### src/rtl/hbg_pkg.sv
package hbg_pkg;
    typedef enum logic [1:0] {
        LEG_OFF = 2'd0,
        LEG_HI  = 2'd1,
        LEG_LO  = 2'd2
    } leg_drv_e;

    localparam int unsigned NUM_LEGS = 2;
endpackage

### src/rtl/hbg_sync.sv
module hbg_sync #(
    parameter int unsigned WIDTH  = 3,
    parameter int unsigned STAGES = 2
) (
    input  logic             clk,
    input  logic             rst_n,
    input  logic [WIDTH-1:0] async_i,
    output logic [WIDTH-1:0] sync_o
);
    logic [WIDTH-1:0] stg_d [STAGES];
    logic [WIDTH-1:0] stg_q [STAGES];

    always_comb begin
        stg_d[0] = async_i;
        for (int i = 1; i < STAGES; i++) begin
            stg_d[i] = stg_q[i-1];
        end
    end

    always_ff @(posedge clk or negedge rst_n) begin
        if (!rst_n) begin
            for (int i = 0; i < STAGES; i++) begin
                stg_q[i] <= '0;
            end
        end else begin
            for (int i = 0; i < STAGES; i++) begin
                stg_q[i] <= stg_d[i];
            end
        end
    end

    assign sync_o = stg_q[STAGES-1];
endmodule

### src/rtl/hbg_decode.sv
module hbg_decode
    import hbg_pkg::*;
(
    input  logic     dir_a,
    input  logic     dir_b,
    input  logic     run_en,
    input  logic     pwm_in,
    output leg_drv_e tgt_a,
    output leg_drv_e tgt_b
);
    always_comb begin
        tgt_a = LEG_OFF;
        tgt_b = LEG_OFF;
        if (run_en) begin
            unique case ({dir_a, dir_b})
                2'b11: begin
                    tgt_a = LEG_LO;
                    tgt_b = LEG_LO;
                end
                2'b01: begin
                    tgt_a = LEG_LO;
                    tgt_b = pwm_in ? LEG_HI : LEG_LO;
                end
                2'b10: begin
                    tgt_a = pwm_in ? LEG_HI : LEG_LO;
                    tgt_b = LEG_LO;
                end
                default: begin
                    tgt_a = LEG_OFF;
                    tgt_b = LEG_OFF;
                end
            endcase
        end
    end
endmodule

### src/rtl/hbg_leg.sv
module hbg_leg
    import hbg_pkg::*;
#(
    parameter int unsigned DEAD_CYC = 30
) (
    input  logic     clk,
    input  logic     rst_n,
    input  logic     fault_off,
    input  leg_drv_e tgt,
    output logic     hs_en,
    output logic     ls_en
);
    localparam int unsigned CNT_W = (DEAD_CYC > 1) ? $clog2(DEAD_CYC) : 1;
    localparam logic [CNT_W-1:0] CNT_SAT = CNT_W'(DEAD_CYC - 1);

    typedef struct packed {
        leg_drv_e         drive;
        leg_drv_e         last;
        logic [CNT_W-1:0] cnt;
    } leg_st_t;

    leg_st_t st_d;
    leg_st_t st_q;

    always_comb begin
        st_d = st_q;
        if (st_q.drive == LEG_OFF && st_q.cnt != CNT_SAT) begin
            st_d.cnt = st_q.cnt + 1'b1;
        end
        if (fault_off || tgt == LEG_OFF) begin
            if (st_q.drive != LEG_OFF) begin
                st_d.drive = LEG_OFF;
                st_d.cnt   = '0;
            end
        end else if (st_q.drive == LEG_OFF) begin
            if (st_q.last == LEG_OFF || st_q.last == tgt || st_q.cnt == CNT_SAT) begin
                st_d.drive = tgt;
                st_d.last  = tgt;
            end
        end else if (st_q.drive != tgt) begin
            st_d.drive = LEG_OFF;
            st_d.cnt   = '0;
        end
    end

    always_ff @(posedge clk or negedge rst_n) begin
        if (!rst_n) begin
            st_q <= '{drive: LEG_OFF, last: LEG_OFF, cnt: CNT_SAT};
        end else begin
            st_q <= st_d;
        end
    end

    assign hs_en = (st_q.drive == LEG_HI);
    assign ls_en = (st_q.drive == LEG_LO);
endmodule

### src/rtl/hbridge_gate_ctrl.sv
module hbridge_gate_ctrl
    import hbg_pkg::*;
#(
    parameter int unsigned DEAD_CYC    = 30,
    parameter int unsigned SYNC_STAGES = 2
) (
    input  logic clk,
    input  logic rst_n,
    input  logic dir_a,
    input  logic dir_b,
    input  logic run_en,
    input  logic pwm_in,
    input  logic fault_off,
    output logic hs_a,
    output logic ls_a,
    output logic hs_b,
    output logic ls_b
);
    localparam int unsigned CTL_W = 4;

    logic [CTL_W-1:0] ctl_sync;
    leg_drv_e         tgt [NUM_LEGS];
    logic             hs_v [NUM_LEGS];
    logic             ls_v [NUM_LEGS];

    hbg_sync #(.WIDTH(CTL_W), .STAGES(SYNC_STAGES)) sync_i (
        .clk     (clk),
        .rst_n   (rst_n),
        .async_i ({dir_a, dir_b, run_en, pwm_in}),
        .sync_o  (ctl_sync)
    );

    hbg_decode dec_i (
        .dir_a  (ctl_sync[3]),
        .dir_b  (ctl_sync[2]),
        .run_en (ctl_sync[1]),
        .pwm_in (ctl_sync[0]),
        .tgt_a  (tgt[0]),
        .tgt_b  (tgt[1])
    );

    for (genvar g = 0; g < NUM_LEGS; g++) begin : g_leg
        hbg_leg #(.DEAD_CYC(DEAD_CYC)) leg_i (
            .clk       (clk),
            .rst_n     (rst_n),
            .fault_off (fault_off),
            .tgt       (tgt[g]),
            .hs_en     (hs_v[g]),
            .ls_en     (ls_v[g])
        );
    end

    assign hs_a = hs_v[0];
    assign ls_a = ls_v[0];
    assign hs_b = hs_v[1];
    assign ls_b = ls_v[1];
endmodule

### config.mk
export PLATFORM = sky130hd
export DESIGN_NAME = hbridge_gate_ctrl
export DESIGN_NICKNAME = d
export VERILOG_FILES = /design/src/rtl/hbg_pkg.sv /design/src/rtl/hbg_sync.sv /design/src/rtl/hbg_decode.sv /design/src/rtl/hbg_leg.sv /design/src/rtl/hbridge_gate_ctrl.sv
export SDC_FILE = /design/constraint.sdc
export NUM_CORES = 1
export LEC_CHECK = 0
export BUFFER_PORTS_ARGS = -buffer_cell sky130_fd_sc_hd__buf_2
export CORE_MARGIN = 3
export CORE_UTILIZATION = 57
export CTS_CLUSTER_DIAMETER = 60
export CTS_CLUSTER_SIZE = 25
export DETAILED_ROUTE_END_ITERATION = 10
export MAX_ROUTING_LAYER = met4
export PLACE_DENSITY = 0.76
export SYNTH_ARGS = -nofsm -noshare
export SYNTH_HDL_FRONTEND = slang
export SYNTH_SLANG_ARGS = --single-unit
### constraint.sdc
create_clock -name clk -period 1.7 [get_ports clk]
set_input_delay 0.085 -clock clk [delete_from_list [all_inputs] [get_ports clk]]
set_output_delay 0.085 -clock clk [all_outputs]
set_load 0.01 [all_outputs]
# Word level (Yosys, flattened, before mapping)
# Index checks and enable logic that the tools add are counted.
[word_totals]
reg_bits = 26
latch_bits = 0
mem_bits_rw = 0
rom_bits = 0
input_bits = 7
output_inout_bits = 4
wordCells = 80
n_memories = 0
[op_classes]
addsub = 2
n_mul = 0
div_mod_pow = 0
order_cmp = 0
n_eq_ne = 19
shift = 0
mux = 25
bitwise_logic = 2
n_reduce_logical = 24
[ops]
columns = ["cell", "count"]
rows = [
  ["two-way mux 5 bit", 10],
  ["two-way mux 2 bit", 11],
  ["logical NOT 2 bit", 6],
  ["AND reduction 3 bit", 4],
  ["adder 5 x 1 -> 5 bit, second input constant", 2],
  ["equality test 5 bit, second input constant", 2],
  ["!= test 5 bit, second input constant", 2],
  ["equality test 2 bit, second input constant", 4],
  ["two-way mux 4 bit", 2],
  ["one-hot mux 2 bit (2 select lines)", 2],
  ["equality test 2 x 1 -> 1 bit, second input constant", 3],
  ["logical OR 1 bit", 6],
  ["!= test 3 x 2 -> 1 bit, second input constant", 2],
  ["nonzero test 3 bit", 2],
  ["equality test 2 bit", 2],
  ["!= test 2 bit", 2],
  ["!= test 2 bit, second input constant", 2],
  ["nonzero test 2 bit", 2],
  ["OR reduction 2 bit", 2],
  ["logical AND 1 bit", 2],
  ["inverter 1 bit", 2],
]

# Depth between registers and ports, before layout
# Gate-level depths: netlist (run 1).
[logic_depth]
ltp_word = 10
ltp_mapped = 7
depth_no_buf = 6

# Modules after synthesis
# Synthesis (run 1) repeated with hierarchy kept, for this count alone.
[hier_totals]
hier_cells = 125
hier_area_um2 = 1321.3
[modules_own_cells]
columns = ["module", "n_inst", "cells_each", "area_each_um2", "seq_area_each_um2"]
rows = [
  ["hbg_leg (g_leg[0].leg_i)", 1, 55, 539.3, 230.2],
  ["hbg_leg (g_leg[1].leg_i)", 1, 55, 525.5, 230.2],
  ["hbg_sync", 1, 8, 200.2, 200.2],
  ["hbg_decode", 1, 7, 56.3, 0.0],
]

# Worst setup path before layout (run 1)
# Ideal clock, no wire load.
[synth_path]
path_kind = "reg-to-reg"
startpoint = "register g_leg[0].leg_i.st_q[0] (netlist name)"
endpoint = "register g_leg[0].leg_i.st_q[5] (netlist name)"
setup_time_ns = 0.081
t_arrival_ns = 1.347
path_slack_ns = 0.272
stages_incl_launch_ff = 5
synth_period_minus_slack_ns = 1.428
cell_sequence = "dfstp_2 -> ha_1 -> nand4_1 -> a311oi_2 -> mux2i_1"
[synth_via]
elab_chain_cells = 3
[synth_rtl]
columns = ["element", "line_no", "rtl"]
rows = [
  ["start, declared", "hbg_leg.sv:23", "leg_st_t st_q;"],
  ["start signal, assigned", "hbg_leg.sv:48", "st_q <= '{drive: LEG_OFF, last: LEG_OFF, cnt: CNT_SAT};"],
  ["start signal, assigned", "hbg_leg.sv:50", "st_q <= st_d;"],
  ["equality test 5 bit", "hbg_leg.sv:36", "if (st_q.last == LEG_OFF || st_q.last == tgt || st_q.cnt == CNT_SAT) begin"],
  ["logical OR 1 bit", "hbg_leg.sv:36", ""],
  ["AND reduction 3 bit (no line)", "-", ""],
]
# Every way passes these cells.
# A chain may end at the register's enable or synchronous reset.

# Worst setup path after layout (run 1)
[layout_path]
startpoint = "register g_leg[0].leg_i.st_q[0] (netlist name)"
endpoint = "register g_leg[0].leg_i.st_q[6] (netlist name)"
# Same word-level chain as after synthesis.

==> reports/summary.txt, run 1 <==
hold slack: 0.141 ns
CTS tree: done
post-route antenna net violation count: 0
Syn. warnings: 0
Setup TNS: 0 ns
register area share after synthesis: 49.3%
post-synth top area share: 33.6%
Initial Util: 64.4%
1st-iter DRT viols: 26
CP Depth: 4
Clock Root Buffer: clkbuf_4
Seq cells post-synth: 26
Synth Area per Inst: 10.9 um2
share of power burned in registers: 49.8%
Synth Flop Type: dfrtp_1
share of layout cells above drive strength 1: 28.1%
clock latency on the worst-skew pair: 0.32 ns
DR vias: 1045
Hold Path Sink: g_leg[0].leg_i.st_q[4]$_DFF_PN1_
Vias/cell: 6.04
met2 WL: 1.30 mm
largest family of logic cells by synthesized area: compound AO/OA/AOI/OAI gates
DP Worst Slack: 0.108 ns
DR top layer: met4
die height: 54.5 um
RSZ-0062 raised after global routing: yes
CTS H-Tree Depth: 1
Routed WL: 2.59 mm
synth-to-layout area growth: 16.6%
fin crit period: 1.62 ns
Die ar.: 2970 um2
first-pass GRT wire length: 4.17 mm
Net Sw Frac: 31.5%
Post-Synth Adder-Cell Area: 3.73%
design area: 1560 um2
Worst slew margin: 63.8%
worst setup margin: 0.0770 ns
FF-to-FF setup slack: 0.08 ns
largest net degree at the start of global routing: 27
gpl congestion: 0.857
internal power: 0.00139 W
library cells used by synthesis: 37
DR WL/cell: 15.0 um
Simple-Gate Fraction of Synth Area: 16.8%
post-synthesis xor/xnor area fraction: 5.23%
post-synthesis mux area share: 1.49%
setup violators final: 0
number of synthesized flops with an enable pin: 0
dpl cell area: 1430 um2
measured slew at the worst slew-check pin: 0.543 ns
initial antenna violation count: 0
fin crit share: 95.5%
CP top delay family: flip-flops
ys async rst share: 100%
HPWL after DPL: 1.74 mm
crit path capture type: flip-flop
Die Width: 54.5 um
main area contributors after synthesis: dfrtp_1, dfstp_2, xor2_1, ha_1, nand3_1
HP Start: fault_off
Leakage: 0.693 nW
CP Class: flip-flop to flip-flop
Setup Skew: 0.0136 ns
PwrDens: 1300 nW/um2
GRT Residual Overflow: 0
Hold Path Class: primary input to flip-flop
DRT Pass-1 Iters: 4
run status: completed
Post-Synthesis Cells: 123
Crit path largest cell delay: 0.57 ns
drc violations: 0
Pins Over Slew Limit: 0
I/O pin cnt: 11
Compound-Gate Fraction of Synth Area: 19.5%
met1 WL: 1.14 mm
all-layer global routing usage: 20.7%
Port Buffer Count: 10
critical path buffer and inverter count: 0
non-filler instance count after layout: 173
CTS buffer count: 3
Worst Setup Start Kind: flip-flop
reg-to-reg critical path endpoint: g_leg[0].leg_i.st_q[6]$_DFFE_PN0P_
fmax: 616 MHz
crit path DAT: 1.88 ns
Clock power frac: 20.4%
worst-path cell chain: ha_4 -> nand4_1 -> a311oi_2 -> mux2i_1
Syn Nets: 134
CTS clock-pin slew for the worst setup and hold paths: 0.14 ns
met3 WL: 133 um
ANT cells: 0
vias in the first global route: 966
Post-Synthesis Cell Area: 1340 um2
Inst Count DP: 162
NetSw: 0.000640 W
clock buffer depth: 2
Logic pwr share: 29.8%
Peak VDD IR: 0.00102 V
num rows: 16
Final Hold Viols: 0
Reg-to-Reg Start: g_leg[0].leg_i.st_q[0]$_DFF_PN1_
worst hold path cell count: 3
Data required, critical path: 1.95 ns
Max stage delay cell, worst path: dfstp_2
max cap viols: 0
cell accounting for the most synthesized area: dfrtp_1
fin nets: 158
# clock sinks: 26
Core Footprint: 2080 um2
reg2reg path depth: 4
Max Fanout on Critical Path: 5
worst max-delay path by stage:
stage,from,slack (ns),endpoint
3_5_place_dp,sync_i.sync_o[2]$_DFF_PN0_,0.11,g_leg[1].leg_i.st_q[1]$_DFF_PN0_
3_3_place_gp,sync_i.sync_o[2]$_DFF_PN0_,0.19,g_leg[1].leg_i.st_q[1]$_DFF_PN0_
5_1_grt,g_leg[0].leg_i.st_q[0]$_DFF_PN1_,-0.05,g_leg[0].leg_i.st_q[6]$_DFFE_PN0P_
6_report,g_leg[0].leg_i.st_q[0]$_DFF_PN1_,0.08,g_leg[0].leg_i.st_q[6]$_DFFE_PN0P_
2_1_floorplan,g_leg[0].leg_i.st_q[0]$_DFF_PN1_,0.27,g_leg[0].leg_i.st_q[5]$_DFFE_PN0P_
4_1_cts,g_leg[0].leg_i.st_q[0]$_DFF_PN1_,0.08,g_leg[0].leg_i.st_q[6]$_DFFE_PN0P_
Yosys cell counts (2+ instances only):
cell and number:
o21ai_1 2, o211ai_1 3, and2b_2 2, nand3_1 7, nand4_1 3, nand4b_1 2
nor2_1 8, o21ai_0 6, dfstp_2 8, dfrtp_1 18, nand2_1 5, or3_1 2
inv_1 6, buf_6 2, mux2i_1 2, nor2b_1 4, and3_1 5, a21oi_1 5
ha_1 4, xor2_1 8, a311o_1 2, o2111ai_1 4
cell usage in the layout, fill, tap and decap left out, drive strengths merged, types with 2 or more instances in the layout:
cell	count
mux2i	2
o211ai	3
nor2	8
nand4b	2
nand2	5
a21oi	6
a311o	2
clkbuf	3
xor2	8
ha	4
o21ai	9
and2b	2
dfrtp	18
nand4	3
nor2b	4
or3	2
and3	5
dlygate4sd3	5
inv	6
buf	17
o2111ai	4
nand3	7
dfstp	8
cells by family after synthesis:
| kind of cell | Yosys count |
|---|---|
| mux | 2 |
| compound gates | 33 |
| xor+xnor | 8 |
| fa+ha+maj | 4 |
| buf+inv | 9 |
| simple gates | 41 |
| flops | 26 |
power by group through the flow:
stage	sequential, W	combinational, W	clock [W]
floorplan	0.000973	0.000439	0
global placement	0.00100	0.000517	0
detailed placement	0.00101	0.000540	0
CTS	0.00100	0.000552	0.000421
global route	0.00103	0.000696	0.000451
finish	0.00101	0.000606	0.000415
stage by stage:
stage,util (%),power (W)
after floorplan,-,0.00141
after global placement,68.8,0.00152
after detailed placement,68.8,0.00155
after CTS,73.7,0.00198
after global routing,75.1,0.00218
final,75.1,0.00203
tightest hold or removal path: stages:
cell and delay (ns):
buf_2 0.10, o311a_2 0.25, a21oi_2 0.04
what timing repair did:
action | in CTS | in global routing
buffers inserted | 0 | 2
endpoints found under the setup margin | 0 | 2
hold buffers | 5 | 0
resized for setup | 0 | 3
hold endpoints to repair | 22 | 0
layout make-up:
type | instances | area, um2
clock buffer | 3 | 22.5
clock inverter | 1 | 30.0
fill | 146 | 519
inverter | 6 | 22.5
multi-input combinational | 88 | 639
sequential | 26 | 662
tap | 27 | 33.8
timing repair buffer | 22 | 153
flip-flops by register name, indices dropped and copies added, names as in the netlist:
signal / flops
sync_i.sync_o: 4
sync_i.stg_d: 4
g_leg.leg_i.st_q: 18
layer usage:
| layer | track usage (%) | vias up |
|---|---|---|
| met5 | - | - |
| met4 | 3.73 | 0 |
| met3 | 5.72 | 2 |
| met2 | 35.1 | 33 |
| met1 | 24.8 | 511 |
| li1 | - | 499 |
Power figures use the tool's default switching activity.
==> inputs of run 2 (changes only) <==
==> constraint.sdc (replaced) <==
create_clock -name clk -period 1.83 [get_ports clk]
set_input_delay 0.549 -clock clk [delete_from_list [all_inputs] [get_ports clk]]
set_output_delay 0.549 -clock clk [all_outputs]
set_load 0.01 [all_outputs]
==> run 2 against run 1 <==
Combinational power shrank 19%; largest power group unchanged; clock power decreased by 31%; core utilization shrank 5.3 points; critical path depth unchanged; register-to-register slack improved by 0.07 ns; largest cell class unchanged; clock skew shrank 0.0082 ns.
==> reports/summary.txt, run 2 (synthesis gave the netlist of run 1 again) <==
Die ar.: 2970 um2 (unchanged)
internal power: 0.00115 W (was 0.00139 W)
measured slew at the worst slew-check pin: 0.550 ns (was 0.543 ns)
run status: completed (unchanged)
Reg-to-Reg Start: g_leg[1].leg_i.st_q[0]$_DFF_PN1_ (was g_leg[0].leg_i.st_q[0]$_DFF_PN1_)
fin crit period: 1.69 ns (was 1.62 ns)
max cap viols: 0 (unchanged)
most frequent cells in the layout: dfrtp_1, buf_2, nor2_1, xor2_1, dfstp_2 (unchanged)
NetSw: 0.000560 W (was 0.000640 W)
leading cell type in the layout, fill and taps excluded: dfrtp_1 (unchanged)
CP Depth: 4 (unchanged)
reg2reg path depth: 4 (unchanged)
DR vias: 957 (was 1045)
share of layout cells above drive strength 1: 25.5% (was 28.1%)
ANT cells: 0 (unchanged)
HPWL after DPL: 1.70 mm (was 1.74 mm)
Routed WL: 2.25 mm (was 2.59 mm)
worst-path cell chain: ha_1 -> nand4_1 -> a311o_1 -> nand2_1 (was ha_4 -> nand4_1 -> a311oi_2 -> mux2i_1)
Peak VDD IR: 0.000911 V (was 0.00102 V)
max reg flops: 18 (unchanged)
first-pass GRT wire length: 3.77 mm (was 4.17 mm)
setup violators final: 0 (unchanged)
clock latency on the worst-skew pair: 0.32 ns (about the same)
CTS H-Tree Depth: 1 (unchanged)
gpl congestion: 0.797 (was 0.857)
reg-to-reg critical path endpoint: g_leg[1].leg_i.st_q[5]$_DFFE_PN0P_ (was g_leg[0].leg_i.st_q[6]$_DFFE_PN0P_)
DR WL/cell: 13.7 um (was 15.0 um)
CP Class: flip-flop to flip-flop (unchanged)
fin crit share: 92.1% (was 95.5%)
Max Fanout on Critical Path: 12 (was 5)
Worst slew margin: 63.3% (was 63.8%)
critical path buffer and inverter count: 0 (unchanged)
initial antenna violation count: 0 (unchanged)
Clock Root Buffer: clkbuf_4 (unchanged)
Pins Over Slew Limit: 0 (unchanged)
vias in the first global route: 864 (was 966)
CTS clock-pin slew for the worst setup and hold paths: 0.13 ns (was 0.14 ns)
# clock sinks: 26 (unchanged)
post-route antenna net violation count: 0 (unchanged)
RSZ-0062 raised after global routing: no (was yes)
fin nets: 149 (was 158)
Initial Util: 64.4% (unchanged)
Worst Setup Start Kind: flip-flop (unchanged)
Hold Path Class: primary input to async pin (was primary input to flip-flop)
Final Hold Viols: 0 (unchanged)
all-layer global routing usage: 18.6% (was 20.7%)
Clock power frac: 16.7% (was 20.4%)
drc violations: 0 (unchanged)
fmax: 593 MHz (was 616 MHz)
Worst Setup EP: g_leg[1].leg_i.st_q[5]$_DFFE_PN0P_ (was g_leg[0].leg_i.st_q[6]$_DFFE_PN0P_)
CP Launch Point: g_leg[1].leg_i.st_q[0]$_DFF_PN1_ (was g_leg[0].leg_i.st_q[0]$_DFF_PN1_)
Core Footprint: 2080 um2 (unchanged)
non-filler instance count after layout: 164 (was 173)
CTS buffer count: 3 (unchanged)
Hold Buf Count CTS: 0 (was 5)
crit path capture type: flip-flop (unchanged)
num rows: 16 (unchanged)
FF-to-FF setup slack: 0.14 ns (was 0.08 ns)
Net Sw Frac: 32.7% (was 31.5%)
CTS tree: done (unchanged)
DRT Pass-1 Iters: 3 (was 4)
clock buffer depth: 2 (unchanged)
Inst Count DP: 160 (was 162)
Setup Buffers After CTS: 0 (unchanged)
synth-to-layout area growth: 8.40% (was 16.6%)
GRT Residual Overflow: 0 (unchanged)
1st-iter DRT viols: 18 (was 26)
CP top delay family: flip-flops (unchanged)
Setup Skew: 0.00539 ns (was 0.0136 ns)
Crit path largest cell delay: 0.59 ns (was 0.57 ns)
Logic pwr share: 28.7% (was 29.8%)
Leakage: 0.648 nW (was 0.693 nW)
PwrDens: 1180 nW/um2 (was 1300 nW/um2)
number of gates resized after CTS: 0 (unchanged)
crit path DAT: 1.96 ns (was 1.88 ns)
Setup TNS: 0 ns (unchanged)
share of power burned in registers: 54.6% (was 49.8%)
Die Width: 54.5 um (unchanged)
Port Buffer Count: 10 (unchanged)
Largest Register: g_leg.leg_i.st_q (unchanged)
Vias/cell: 5.84 (was 6.04)
Max stage delay cell, worst path: dfstp_2 (unchanged)
Data required, critical path: 2.10 ns (was 1.95 ns)
largest net degree at the start of global routing: 27 (unchanged)
I/O pin cnt: 11 (unchanged)
die height: 54.5 um (unchanged)
run 2: cell count changes in the layout (fill, tap and decap cells not counted), sizes merged:
cell	change
dlygate4sd3	-5
bufinv	-1
buf	-4
clkbuf	+1
run 2: area by class of cell:
class,count,area [um2]
clock buffers,4,36.3
fillers,150,629
inverters,6,22.5
multi-input cells,88,627
flip-flops and latches,26,661
well taps,27,33.8
repair buffers,13,72.6
run 2: power by group through the flow:
stage	Sequential [W]	Clock [W]	Combinational [W]
floorplan	0.000903	0	0.000408
global placement	0.000931	0	0.000472
detailed placement	0.000943	0	0.000496
CTS	0.000934	0.000300	0.000497
global route	0.000960	0.000324	0.000568
finish	0.000936	0.000286	0.000492
run 2: worst min path at each step:
stage                                               to  slack [ns]  cells after the start
floorplan             g_leg[0].leg_i.st_q[1]$_DFF_PN0_        0.25                      0
global placement            sync_i.sync_o[2]$_DFF_PN0_        0.33                      0
detailed placement          sync_i.sync_o[3]$_DFF_PN0_        0.34                      0
finish              g_leg[1].leg_i.st_q[6]$_DFFE_PN0P_        0.19                      1
CTS                 g_leg[1].leg_i.st_q[8]$_DFFE_PN0P_        0.20                      1
global route        g_leg[0].leg_i.st_q[8]$_DFFE_PN0P_        0.22                      1
run 2: worst reg2reg max path, cell delays in order (launching register included):
cell and delay, ns:
dfstp_2 0.59, ha_1 0.16, nand4_1 0.35, a311o_1 0.48, nand2_1 0.06
run 2: routing by layer:
layer  vias up  GRT usage [%]  routed length (um)
met3         5           3.27                  75
met5         -              -                   0
met4         0           6.22                  28
met2        13           27.5                 964
li1        484              -                   -
met1       455           26.0                1180
run 2: metrics by stage:
step / instance area [um2] / total power (W) / util (%) / worst slack, ns / hold slack (ns)
after floorplan: 1340 / 0.00131 / - / 0.316 / 0.253
after global placement: 1420 / 0.00140 / 68.0 / 0.162 / 0.334
after detailed placement: 1420 / 0.00144 / 68.0 / 0.122 / 0.339
after CTS: 1450 / 0.00173 / 69.8 / 0.128 / 0.201
after global routing: 1450 / 0.00185 / 69.8 / 0.00860 / 0.216
final: 1450 / 0.00171 / 69.8 / 0.145 / 0.192
